===== src/rtl/sdb_pkg.sv =====
package sdb_pkg;

    localparam int unsigned DEF_WORD_W   = 8;
    localparam int unsigned DEF_NUM_REGS = 4;

    typedef enum logic [1:0] {
        CELL_HOLD  = 2'd0,
        CELL_SHIFT = 2'd1,
        CELL_CLEAR = 2'd2
    } cell_op_e;

    function automatic cell_op_e pick_op(input logic clear, input logic shift);
        if (clear)      return CELL_CLEAR;
        else if (shift) return CELL_SHIFT;
        else            return CELL_HOLD;
    endfunction

endpackage


===== src/rtl/sdb_addr_decoder.sv =====
module sdb_addr_decoder #(
    parameter int unsigned NUM_REGS = sdb_pkg::DEF_NUM_REGS,
    parameter int unsigned ADDR_W   = 2
) (
    input  logic                strobe,
    input  logic [ADDR_W-1:0]   addr,
    output logic [NUM_REGS-1:0] enable
);

    for (genvar i = 0; i < NUM_REGS; i++) begin : g_dec
        assign enable[i] = strobe && (addr == ADDR_W'(i));
    end

endmodule


===== src/rtl/sdb_shift_cell.sv =====
module sdb_shift_cell
    import sdb_pkg::*;
#(
    parameter int unsigned WORD_W = sdb_pkg::DEF_WORD_W
) (
    input  logic              clk,
    input  logic              rst,
    input  logic              shift_en,
    input  logic              ser_in,
    output logic [WORD_W-1:0] word_q
);

    cell_op_e op;

    always_comb begin
        op = pick_op(rst, shift_en);
    end

    always_ff @(posedge clk) begin
        case (op)
            CELL_CLEAR: word_q <= '0;
            CELL_SHIFT: word_q <= {ser_in, word_q[WORD_W-1:1]};
            default:    word_q <= word_q;
        endcase
    end

    // lower bits take the previous upper bits after an enabled edge
    p_shift_moves_r3: assert property (@(posedge clk) disable iff (rst)
        shift_en |=> (word_q[WORD_W-2:0] == $past(word_q[WORD_W-1:1])));

    // the serial bit lands in the top position
    p_top_bit_r3: assert property (@(posedge clk) disable iff (rst)
        shift_en |=> (word_q[WORD_W-1] == $past(ser_in)));

    // reset clears even when a shift is requested
    p_clear_wins_r8: assert property (@(posedge clk)
        (rst && shift_en) |=> (word_q == '0));

endmodule


===== src/rtl/sdb_view_mux.sv =====
module sdb_view_mux #(
    parameter int unsigned WORD_W   = sdb_pkg::DEF_WORD_W,
    parameter int unsigned NUM_REGS = sdb_pkg::DEF_NUM_REGS,
    parameter int unsigned SEL_W    = 2
) (
    input  logic [NUM_REGS-1:0][WORD_W-1:0] words,
    input  logic [SEL_W-1:0]                sel,
    output logic [WORD_W-1:0]               out_word
);

    always_comb begin
        out_word = '0;
        for (int i = 0; i < NUM_REGS; i++) begin
            if (sel == SEL_W'(i)) out_word = words[i];
        end
    end

endmodule


===== src/rtl/serial_display_bank.sv =====
module serial_display_bank #(
    parameter int unsigned WORD_W   = sdb_pkg::DEF_WORD_W,
    parameter int unsigned NUM_REGS = sdb_pkg::DEF_NUM_REGS,
    localparam int unsigned SEL_W   = (NUM_REGS > 1) ? $clog2(NUM_REGS) : 1
) (
    input  logic              clk,
    input  logic              rst,
    input  logic              link_bit,
    input  logic [SEL_W-1:0]  link_addr,
    input  logic              link_shift,
    input  logic [SEL_W-1:0]  view_sel,
    output logic [WORD_W-1:0] view_data
);

    logic [NUM_REGS-1:0]             shift_en;
    logic [NUM_REGS-1:0][WORD_W-1:0] words;

    sdb_addr_decoder #(
        .NUM_REGS (NUM_REGS),
        .ADDR_W   (SEL_W)
    ) u_dec (
        .strobe (link_shift),
        .addr   (link_addr),
        .enable (shift_en)
    );

    for (genvar i = 0; i < NUM_REGS; i++) begin : g_word
        sdb_shift_cell #(
            .WORD_W (WORD_W)
        ) u_cell (
            .clk      (clk),
            .rst      (rst),
            .shift_en (shift_en[i]),
            .ser_in   (link_bit),
            .word_q   (words[i])
        );

        // a word not addressed by an active strobe keeps its value
        p_unaddressed_hold_r2: assert property (@(posedge clk) disable iff (rst)
            !(link_shift && (link_addr == SEL_W'(i))) |=> $stable(words[i]));

        // with the strobe low no word moves
        p_idle_hold_r5: assert property (@(posedge clk) disable iff (rst)
            !link_shift |=> $stable(words[i]));

        // reset leaves every word at zero
        p_reset_clear_r1: assert property (@(posedge clk)
            rst |=> (words[i] == '0));
    end

    // the decoder never enables more than one word
    p_single_target_r2: assert property (@(posedge clk) disable iff (rst)
        $onehot0(shift_en));

    // an active strobe always reaches exactly one word
    p_strobe_hits_r2: assert property (@(posedge clk) disable iff (rst)
        link_shift |-> ($countones(shift_en) == 1));

    sdb_view_mux #(
        .WORD_W   (WORD_W),
        .NUM_REGS (NUM_REGS),
        .SEL_W    (SEL_W)
    ) u_mux (
        .words    (words),
        .sel      (view_sel),
        .out_word (view_data)
    );

endmodule


===== config.mk =====
export PLATFORM = sky130hd
export DESIGN_NAME = serial_display_bank
export DESIGN_NICKNAME = d
export VERILOG_FILES = /design/src/rtl/sdb_pkg.sv /design/src/rtl/sdb_addr_decoder.sv /design/src/rtl/sdb_shift_cell.sv /design/src/rtl/sdb_view_mux.sv /design/src/rtl/serial_display_bank.sv
export SDC_FILE = /design/constraint.sdc
export NUM_CORES = 1
export LEC_CHECK = 0
export ABC_AREA = 1
export BUFFER_PORTS_ARGS = -buffer_cell sky130_fd_sc_hd__buf_4
export CAP_MARGIN = 30
export CORE_MARGIN = 3
export CORE_UTILIZATION = 55
export DETAILED_ROUTE_END_ITERATION = 10
export HOLD_SLACK_MARGIN = 0.15
export PLACE_DENSITY = 0.79
export SLEW_MARGIN = 20
export SYNTH_ARGS = -nofsm -noshare
export SYNTH_HDL_FRONTEND = slang
export SYNTH_SLANG_ARGS = --single-unit

===== constraint.sdc =====
create_clock -name clk -period 1.7 [get_ports clk]
set_input_delay 0.085 -clock clk [delete_from_list [all_inputs] [get_ports clk]]
set_output_delay 0.085 -clock clk [all_outputs]
set_load 0.03 [all_outputs]

==> summary.txt <==
YOSYS
---------------------------------------------------------------------------------------
Part of the Yosys area used for sequential elements                              0.6090
Syn Nets                                                                            164
Combined area of all synthesized cells                                     0.001578 sq mm
Synth top area cells                                                       sky130_fd_sc_hd__edfxtp_1, sky130_fd_sc_hd__nand3_1, sky130_fd_sc_hd__nor2_1
Syn avg cell area                                                           10.11 sq um
Share of the synthesized area in the top cell type                               0.6090
Flops & latches, synth                                                               32
Post-Syn Instances                                                                  156
Cell type with the highest aggregate area in the netlist                   sky130_fd_sc_hd__edfxtp_1
Number of distinct standard cells referenced by the synthesized netlist              10
YS warnings                                                                           0

DRT
---------------------------------------------------------------------------------------
Total length of routed wires                                                    2889 um
Drt pass-1 iters                                                                      4
Average routed wire per standard cell                                          14.09 um
Total number of vias                                                               1096
Number of nets still failing antenna checks after routing                             0
Via/cell ratio                                                                    5.346
Post-route DRC                                                                        0
Number of violations reported at the end of detailed-routing iteration 0             59

CLOCKING
---------------------------------------------------------------------------------------
Clk_lat worst skew                                                               330 ps
Deepest level of the CTS H-tree                                                       2
Clk slew on worst S/H paths                                                       90 ps
Max clock buf depth                                                                   2
Resize count post-CTS                                                                 0
Number of buffers inserted for hold repair after clock tree synthesis                 1
Root Driver                                                                sky130_fd_sc_hd__clkbuf_4
Post-CTS setup buffer count                                                           0
Clock net sink count                                                                 32
CTS tree                                                                            yes
Number of buffers created by CTS                                                      5

STA
---------------------------------------------------------------------------------------
Transition time of the tightest slew-check pin                                 369.8 ps
Final Setup Violations                                                                0
Max Freq                                                                      791.4 MHz
Setup skew after layout                                                        3.934 ps
Unrepaired setup endpoints after global routing                                      no
Period Utilization, post-route                                                   0.7433
Hold Slack                                                                     237.1 ps
Final sum of negative setup slack                                                  0 ps
Headroom to the max-slew limit                                                   0.7528
Final number of max-transition violations                                             0
Final Hold Violating Endpoints                                                        0
Min Clock Period, post-route                                                    1264 ps

FLOORPLAN
---------------------------------------------------------------------------------------
Starting density of the core                                                     0.6092
Vertical die dimension                                                         59.56 um
Floorplan die area                                                         0.003547 sq mm
Floorplan core area                                                        0.002590 sq mm
Number of top-level design ports                                                     16
Number of core rows                                                                  18
Die Width                                                                      59.56 um

PLACED DESIGN
---------------------------------------------------------------------------------------
Port Buffers                                                                         15
Final HPWL DP                                                                   2212 um
Weighted congestion reported at the end of routability-driven placement          0.7958

PWR
---------------------------------------------------------------------------------------
Combinational cell fraction of total power                                        0.128
Leak Pwr                                                                      0.7164 nW
Sequential power share                                                            0.611
Power density normalized to cell area                                      876.0 mW/mm^2
Reported net switching power                                                   399.9 uW
Switching part of the total power                                                0.2610
Clock group share of total power                                                  0.261
Tot Pwr                                                                        1.532 mW
Int Power                                                                      1.132 mW
Worst IR Drop VDD                                                             0.7822 mV

WORST SETUP PATH
---------------------------------------------------------------------------------------
Critical setup path kind                                                        reg2out
Reg2Reg Launch Point                                                       g_word[1].u_cell.word_q[4]
Kind of start point of the critical path                                      flip-flop
Reg-to-reg critical path endpoint                                          g_word[1].u_cell.word_q[3]
Critical path destination                                                  view_data[6]
CP endpoint kind                                                           primary output
Timing startpoint of the critical path                                     g_word[1].u_cell.word_q[6]
Data arrival time of the critical path                                          1180 ps
Maximum fanout count along the critical path                                          2
Number of cell instances on the worst register-to-register path                       2
Data required time at the worst endpoint                                        1620 ps
Register-to-register path setup slack                                            910 ps

FLOW RUN
---------------------------------------------------------------------------------------
Max-Cap Viols                                                                         0

MIN PATH
---------------------------------------------------------------------------------------
Worst min-delay path category                                                    in2reg
Min-delay src                                                              link_addr[1]

GLOBAL ROUTE
---------------------------------------------------------------------------------------
Total global routing overflow                                                         0
Maximum number of pins on one net before global-route repair                         19
Via count of the first global-routing pass                                         1038
First-pass GRT wire length                                                      4892 um
Global-route usage over all layers                                               0.1951
Antenna violations before repair                                                      0

CELLS AND AREA
---------------------------------------------------------------------------------------
Max FFs per register                                                                 32
Total number of nets in the final design                                            182
Filler instances                                                                    205
Antenna diodes                                                                        0
Finished Core Util                                                               0.6754
Largest registers                                                          g_word.u_cell.word_q: 32 flops
Register with the most flip-flops                                          g_word.u_cell.word_q
Fraction of layout instances using a drive strength above 1                      0.1600
Synthesis-to-finish area growth                                                  10.86%
Highest-count cells in the layout ignoring fill and taps                   sky130_fd_sc_hd__nor2_1, sky130_fd_sc_hd__edfxtp_1, sky130_fd_sc_hd__inv_1

OUTCOME
---------------------------------------------------------------------------------------
Result of the run                                                          finished, final reports clean

## cells by family (layout without fill, tap and decap cells)
family	count (synthesis)	in the layout	share of synthesized area
AND/OR/NAND/NOR	85	85	0.2863
flip-flops	32	32	0.6090
buffers and inverters	39	58	0.1047
## cell type report
class / instances / area, sq um / area share
Multi-Input combinational cell: 85 / 451.7 / 0.2582
Inverter: 34 / 127.6 / 0.07296
Clock buffer: 7 / 45.04 / 0.02575
Sequential cell: 32 / 960.9 / 0.5494
Clock inverter: 1 / 3.754 / 0.002146
Tap cell: 30 / 37.54 / 0.02146
Timing Repair Buffer: 16 / 122.6 / 0.07010
## layer usage
metal  track usage  up-vias  share of wire
li1              -      553              -
met1        0.2546      507           0.45
met2        0.3042       31           0.47
met3       0.06100        5          0.061
met4       0.07595        0          0.019
met5             0        -              0
## stage by stage
stage	instances	cell area, sq um	worst slack (ps)
after floorplan	156	1578	826.6
after global placement	196	1690	692.2
after detailed placement	196	1690	628.8
after CTS	205	1749	440.6
after global routing	205	1749	376.3
final	205	1749	436.5
## cells in the mapped netlist
cell                       number
sky130_fd_sc_hd__edfxtp_1      32
sky130_fd_sc_hd__inv_1         31
sky130_fd_sc_hd__nor2_4         1
sky130_fd_sc_hd__nand4_4        4
sky130_fd_sc_hd__nand2_1       12
sky130_fd_sc_hd__nand3_1       28
sky130_fd_sc_hd__nand4_1        8
sky130_fd_sc_hd__nor2_1        32
sky130_fd_sc_hd__buf_4          5
sky130_fd_sc_hd__inv_2          3
## worst min-delay path by stage
stage / end / cells after the start / slack [ps]
final: g_word[2].u_cell.word_q[2] / 3 / 240
after global placement: g_word[1].u_cell.word_q[7] / 3 / 440
after global routing: g_word[3].u_cell.word_q[1] / 3 / 230
after CTS: g_word[2].u_cell.word_q[0] / 3 / 230
after floorplan: g_word[0].u_cell.word_q[7] / 2 / 330
after detailed placement: g_word[1].u_cell.word_q[7] / 3 / 450
## power groups by stage
stage	registers, mW	logic [mW]	clock network [mW]
2_1_floorplan	0.943	0.136	0
4_1_cts	0.936	0.197	0.409
6_report	0.935	0.196	0.400
3_5_place_dp	0.954	0.195	0
3_3_place_gp	0.952	0.189	0
5_1_grt	0.940	0.217	0.454
## critical path, stage by stage, from the launching register on
cell                       delay [ps]
sky130_fd_sc_hd__edfxtp_1         430
sky130_fd_sc_hd__nand3_1          100
sky130_fd_sc_hd__nand4_1          130
sky130_fd_sc_hd__buf_4            200
Note: power is estimated with default switching activity, not from simulation.
